File: config.mk
export PLATFORM = sky130hd
export DESIGN_NAME = fpc_ctrl_regs
export DESIGN_NICKNAME = d
export VERILOG_FILES = /design/src/rtl/fpc_pkg.sv /design/src/rtl/fpc_ctrl_regs.sv
export SDC_FILE = /design/constraint.sdc
export NUM_CORES = 1
export LEC_CHECK = 0
export ABC_AREA = 1
export BUFFER_PORTS_ARGS = -buffer_cell sky130_fd_sc_hd__clkbuf_2
export CORE_MARGIN = 3
export CORE_UTILIZATION = 46
export DETAILED_ROUTE_END_ITERATION = 7
export PLACE_DENSITY = 0.9
export SLEW_MARGIN = 20
export SYNTH_ARGS = -nofsm -noshare
export SYNTH_HDL_FRONTEND = slang
export SYNTH_SLANG_ARGS = --single-unit
export TNS_END_PERCENT = 50
File: constraint.sdc
create_clock -name clk -period 1.8 [get_ports clk]
set_clock_uncertainty 0.05 [all_clocks]
set_input_delay 0.09 -clock clk [delete_from_list [all_inputs] [get_ports clk]]
set_output_delay 0.09 -clock clk [all_outputs]
set_load 0.02 [all_outputs]
File: src/rtl/fpc_pkg.sv
package fpc_pkg;
  localparam int NTBL = 2;

  typedef enum logic {
    TBL_RD = 1'b0,
    TBL_WR = 1'b1
  } tbl_sel_e;

  localparam logic [7:0] KEY_RD = 8'h52;
  localparam logic [7:0] KEY_WR = 8'h57;

  // what a pending register read returns
  typedef enum logic [1:0] {
    RK_NONE = 2'd0,
    RK_HOLD = 2'd1,
    RK_WIN  = 2'd2
  } rd_kind_e;
endpackage

File: src/rtl/fpc_ctrl_regs.sv
// Control/lock registers, window decode, table write steering and the
// post-reset clear sweep.
module fpc_ctrl_regs
  import fpc_pkg::*;
#(
  parameter int WORDS  = 512,
  parameter int WORD_W = 32,
  localparam int AW    = $clog2(WORDS),
  localparam int RA_W  = AW + 1
) (
  input  logic                        clk,
  input  logic                        rst,
  input  logic                        reg_wr_en,
  input  logic                        reg_rd_en,
  input  logic [RA_W-1:0]             reg_addr,
  input  logic [WORD_W-1:0]           reg_wdata,
  output logic [WORD_W-1:0]           reg_rdata,
  output logic                        reg_rvalid,
  input  logic [NTBL-1:0][WORD_W-1:0] win_q,
  output logic [NTBL-1:0]             tbl_we,
  output logic [AW-1:0]               tbl_addr,
  output logic [WORD_W-1:0]           tbl_wdata,
  output logic                        clearing
);
  localparam int LO_W = WORD_W - 8;

  logic            is_win, is_ctrl, is_lock;
  logic [LO_W-1:0] ctrl_lo_q;
  tbl_sel_e        sel_q, rsel_q;
  logic            lock_q;
  logic            clr_q;
  logic [AW-1:0]   clr_cnt_q;
  rd_kind_e        kind_q;
  logic [WORD_W-1:0] hold_q;

  assign is_win  = reg_addr[RA_W-1];
  assign is_ctrl = !is_win && (reg_addr[RA_W-2:0] == '0);
  assign is_lock = !is_win && (reg_addr[RA_W-2:0] == (RA_W-1)'(1));

  // control and lock registers
  always_ff @(posedge clk) begin
    if (rst) begin
      ctrl_lo_q <= '0;
      sel_q     <= TBL_RD;
      lock_q    <= 1'b0;
    end else if (reg_wr_en) begin
      if (is_ctrl) begin
        ctrl_lo_q <= reg_wdata[LO_W-1:0];
        if (reg_wdata[WORD_W-1 -: 8] == KEY_RD)      sel_q <= TBL_RD;
        else if (reg_wdata[WORD_W-1 -: 8] == KEY_WR) sel_q <= TBL_WR;
      end
      if (is_lock && reg_wdata[0]) lock_q <= 1'b1;
    end
  end

  // clear sweep: one word per cycle after reset
  always_ff @(posedge clk) begin
    if (rst) begin
      clr_q     <= 1'b1;
      clr_cnt_q <= '0;
    end else if (clr_q) begin
      clr_cnt_q <= clr_cnt_q + 1'b1;
      if (clr_cnt_q == AW'(WORDS - 1)) clr_q <= 1'b0;
    end
  end

  assign clearing  = clr_q;
  assign tbl_addr  = clr_q ? clr_cnt_q : reg_addr[AW-1:0];
  assign tbl_wdata = clr_q ? '0 : reg_wdata;

  always_comb begin
    for (int t = 0; t < NTBL; t++) begin
      tbl_we[t] = clr_q ||
                  (reg_wr_en && is_win && !lock_q && (int'(sel_q) == t));
    end
  end

  // register read path, one cycle latency
  always_ff @(posedge clk) begin
    if (rst) begin
      reg_rvalid <= 1'b0;
      kind_q     <= RK_NONE;
      rsel_q     <= TBL_RD;
      hold_q     <= '0;
    end else begin
      reg_rvalid <= reg_rd_en;
      rsel_q     <= sel_q;
      if (is_win && !clr_q)   kind_q <= RK_WIN;
      else if (is_ctrl || is_lock) kind_q <= RK_HOLD;
      else                    kind_q <= RK_NONE;
      if (is_ctrl)      hold_q <= {(sel_q == TBL_WR) ? KEY_WR : KEY_RD, ctrl_lo_q};
      else if (is_lock) hold_q <= {{(WORD_W-1){1'b0}}, lock_q};
      else              hold_q <= '0;
    end
  end

  always_comb begin
    case (kind_q)
      RK_WIN:  reg_rdata = win_q[rsel_q];
      RK_HOLD: reg_rdata = hold_q;
      default: reg_rdata = '0;
    endcase
  end

  AST_LOCK_STICKY: assert property (@(posedge clk) disable iff (rst)
    lock_q |=> lock_q);
  AST_LOCKED_NO_WRITE: assert property (@(posedge clk) disable iff (rst)
    (lock_q && !clr_q) |-> (tbl_we == '0));
  AST_ONE_TABLE_WRITE: assert property (@(posedge clk) disable iff (rst)
    !clr_q |-> $onehot0(tbl_we));
  AST_RVALID_LATENCY: assert property (@(posedge clk) disable iff (rst)
    reg_rd_en |=> reg_rvalid);
endmodule

Word-level counts from Yosys, hierarchy flattened. Index checks and enable logic that the tools add are counted. Widths: inputs -> output; s select.

Bits in registers: 72. Bits in latches: 0. RAM bits: 0. Memory bits (read-only): 0. Output and inout bits: 77. Logic and storage cells: 53. Memories kept: 0.

Add/subtract/negate cells: 1. $mul: 0. Divide/modulo/power cells: 0. $lt $le $gt $ge: 1. Equality and inequality tests: 6. Shift operators: 0. Muxes and demuxes: 14. Bitwise operators: 1. Reduce and logical (&&, ||, !) cells: 20.

Operators with widths (number): $mux 32 (3); $pmux 32 s2 (1); $mux 31 (1); $eq 8x7->1 const B (2); $add 9x1->9 const B (1); $eq 9x1->1 const B (1); $eq 9x9->1 const B (1); $logic_not 9->1 (1); $mux 9 (1); $logic_and 1x1->1 (8); $mux 1 (6); $reduce_and 2->1 (2); $logic_not 1->1 (3); $logic_or 1x1->1 (3); $mux 3 (1); $reduce_and 3->1 (1); $eq 2x1->1 const B (1); $eq 2x2->1 const B (1); $lt 1x2->1 const B (1); $mux 2 (1); $reduce_bool 2->1 (1); $reduce_or 2->1 (1); $not 1->1 (1).

Logic depth before layout (Yosys ltp).
Depth in word-level cells: 5. Gate-level depth with buffers: 8. Mapped depth without buffers: 8.

Least setup slack after synthesis. No wires, ideal clock.

Path kind: reg2out. Start: reg kind_q[0]. End: out reg_rdata[0]. Arrival: 1.412 ns. Data required time: 1.660 ns. Setup slack: 0.248 ns. Cell stages (with the launch flop): 6. Path through: dfxtp_1 inv_1 ha_1 clkbuf_1 buf_1 a21oi_1.

Word-level cells in the longest chain between the ends: 2.

RTL lines: start, declared (line fpc_ctrl_regs.sv:33) `rd_kind_e kind_q;`; start signal, assigned (line fpc_ctrl_regs.sv:82) `kind_q <= RK_NONE;`; start signal, assigned (line fpc_ctrl_regs.sv:88) `if (is_win && !clr_q) kind_q <= RK_WIN;`; start signal, assigned (line fpc_ctrl_regs.sv:89) `else if (is_ctrl || is_lock) kind_q <= RK_HOLD;`; $eq 2x1->1 or $eq 2x2->1 (tied branches) (line fpc_ctrl_regs.sv:98) `case (kind_q)`; $pmux 32 s2 * (line fpc_ctrl_regs.sv:98); end, declared (line fpc_ctrl_regs.sv:17) `output logic [WORD_W-1:0] reg_rdata,`.

Every way passes the cells marked *; elsewhere a longest branch is shown, timed or not.

Worst setup path after layout.
Start: reg kind_q[0]. End: out reg_rdata[11].

The elaborated chain is that of the path after synthesis.

==> results.tsv <==
metric	value	unit
status	finished, final reports clean	
Comb power frac	8.2	%
wire length per cell	13.5	µm
via count of the first global-routing pass	3955	
core area	0.00737	mm²
worst reg-to-reg path cell count	8	
Synth Area per Inst	6.35	µm²
fraction of layout instances using a drive strength above 1	32.2	%
Clock power frac	48.0	%
Final Cycle Share	100	%
I/O Pins	187	
post-synthesis sequential area ratio	37.7	%
number of synthesis warnings	0	
TritonCTS Sinks	67	
Reg2Reg Setup Slack	0.39	ns
register area	0.00135	mm²
Startpoint Class	register	
RR Startpoint	clr_cnt_q[0]	
fmax	0.556	GHz
Worst Setup End Kind	primary output	
Vias	4271	
total grt overflow	0	
pin count of the biggest net entering global routing	49	
GPL Wtd Cong	0.850	
Leak	0.00265	µW
CTS tree	yes	
worst hold slack	0.0257	ns
headroom to the max-slew limit	62.0	%
initial antenna violation count	0	
setup TNS	0	ns
Critical Path Start	kind_q[0]	
maximum net fanout on the critical path	15	
vias per cell	4.90	
Clock Path Buffers	2	
syn nets	674	
Die Wd	93.9	µm
ANT nets after route	0	
DRC viols	0	
Yosys cell types	23	
first-pass GRT wire length	17600	µm
Max Slew Vio Count	0	
Worst Path Required	1.66	ns
top cell type's share of synthesized area	37.7	%
Total Die Area	0.00882	mm²
RSZ-0062 raised after global routing	yes	
post-synth top area cell	dfxtp_1	
critical path class	reg2out	
crit path DAT	1.66	ns
Seq cells post-synth	67	
number of max-cap violations	0	
Worst Hold Class	in2reg	
Period minus WS final	1.80	ns
Worst Tran Pin Value	0.571	ns
Routed WL	11800	µm
Sw Share	20.9	%
PwrDens	650	mW/mm²
die height	93.9	µm
H-tree Lvls	3	
starting density of the core	48.3	%
root buf cell	clkbuf_8	
initial DRC count	218	
Worst-path clk slew	0.07	ns
total global-route track usage	24.8	%
post-placement cell area	0.00457	mm²
hpwl dp	7970	µm
fillcell total	592	
design area	0.00526	mm²
Mapped Cells	560	
Synth-to-Final Area Change	47.9	%
synth top area cells	dfxtp_1 38%, nor2_1 12%, nand2_1 12%, inv_1 8.2%, o21a_1 6.1%	
Port Buffers	186	
nets	880	
P_int	2710	µW
Place WS	0.310	ns
Fin. Hold Viols	0	
NetSw	714	µW
mapped cell area	0.00356	mm²
FP Rows	31	
worst IR drop on VDD	0.000426	V
DR pass1 iterations	5	
Worst Setup EP	reg_rdata[11]	
setup ws final	0.000310	ns
Setup Viol. Count Final	0	
Num CTS Buffers	9	
Seq pwr share	43.7	%
RR Endpoint	clr_cnt_q[6]	
clk_lat worst skew	0.34	ns
worst hold path stage count	2	
Multi-input gate area	0.00177	mm²
[sequential cells by signal, indices dropped and copies added (netlist names), 2 cells and up]
name / cells
kind_q: 2
hold_q: 27
ctrl_lo_q: 24
clr_cnt_q: 9
[cell usage in the layout, fill, tap and decap left out, types with 3 or more instances in the layout]
cell type,n
dlygate4sd3_1,28
clkbuf_2,163
nand2_1,113
nand3_1,5
nor2_1,118
o21a_1,29
dfxtp_1,63
o21ai_0,41
buf_4,26
dfxtp_2,4
nor2_2,20
clkbuf_8,9
buf_2,4
buf_12,3
nor3_1,4
bufinv_16,4
inv_1,76
a21oi_1,36
[metal layers]
layer	GRT usage, %	up-vias	part of all wire [%]
li1	-	2119	-
met1	26.8	1897	37
met2	44.7	199	51
met3	5.69	56	7.3
met4	13.1	0	4.3
met5	0	-	0
[how the worst min path moves through the flow]
stage / startpoint / end / slack [ns]
floorplan: reg_addr[1] / kind_q[0] / 0.12
global placement: reg_rd_en / reg_rvalid / 0.23
detailed placement: reg_rd_en / reg_rvalid / 0.24
CTS: rst / reg_rvalid / 0.002
global route: rst / kind_q[1] / 0.03
finish: rst / reg_rvalid / 0.03
[Yosys cell counts]
cell type	instances
nor2_1	118
nand2_1	113
inv_1	78
dfxtp_1	67
o21ai_0	43
a21oi_1	36
o21a_1	29
clkbuf_1	21
nor2_2	20
buf_2	9
nand3_1	5
ha_1	4
nor3_1	4
buf_6	3
nand4_1	2
buf_1	1
clkinv_1	1
inv_2	1
nand2_2	1
nand3_2	1
nand3b_1	1
nor2_4	1
nor4_1	1
[cells by family (layout without fill, tap and decap cells)]
logic type | after synthesis | after routing | synth area share, %
flops | 67 | 67 | 37.7
fa+ha+maj | 4 | 4 | 1.41
compound gates | 108 | 108 | 17.2
buf+inv | 114 | 325 | 13.0
other cells | 0 | 1 | 0
simple gates | 267 | 267 | 30.7
[power groups by stage]
stage	clock network, µW	logic, µW	registers [µW]
6_report	1640	282	1490
5_1_grt	1720	307	1490
3_5_place_dp	0	224	1530
3_3_place_gp	0	216	1530
4_1_cts	1650	275	1490
2_1_floorplan	0	68.9	1530
[what timing repair did]
item,4_1_cts,5_1_grt
pin swaps,0,4
endpoints found under the hold margin,28,0
gates cloned,0,3
setup buffers,0,1
setup endpoints to repair,26,40
hold buffers,28,0
resized for setup,6,50
[worst max-delay path: stages (launching register included)]
cell,delay (ns)
dfxtp_2,0.33
inv_2,0.06
ha_4,0.18
clkbuf_16,0.18
o21a_1,0.11
o21ai_0,0.08
a21oi_1,0.17
clkbuf_2,0.21
[area by class of cell]
cell class | count | area share, %
flip-flops and latches | 67 | 25.6
repair buffers | 228 | 27.4
diodes | 1 | 0.0476
multi-input cells | 379 | 33.6
clock inverters | 6 | 2.62
inverters | 80 | 5.78
repair inverters | 1 | 0.143
well taps | 99 | 2.35
clock buffers | 10 | 2.43
[stage by stage]
stage	util, %	total power [µW]	cells
after global placement	62.0	1740	822
after global routing	71.4	3520	870
final	71.4	3420	871
after detailed placement	62.0	1750	822
after floorplan	-	1600	560
after CTS	69.6	3420	866
(Power assumes the default switching activity.)
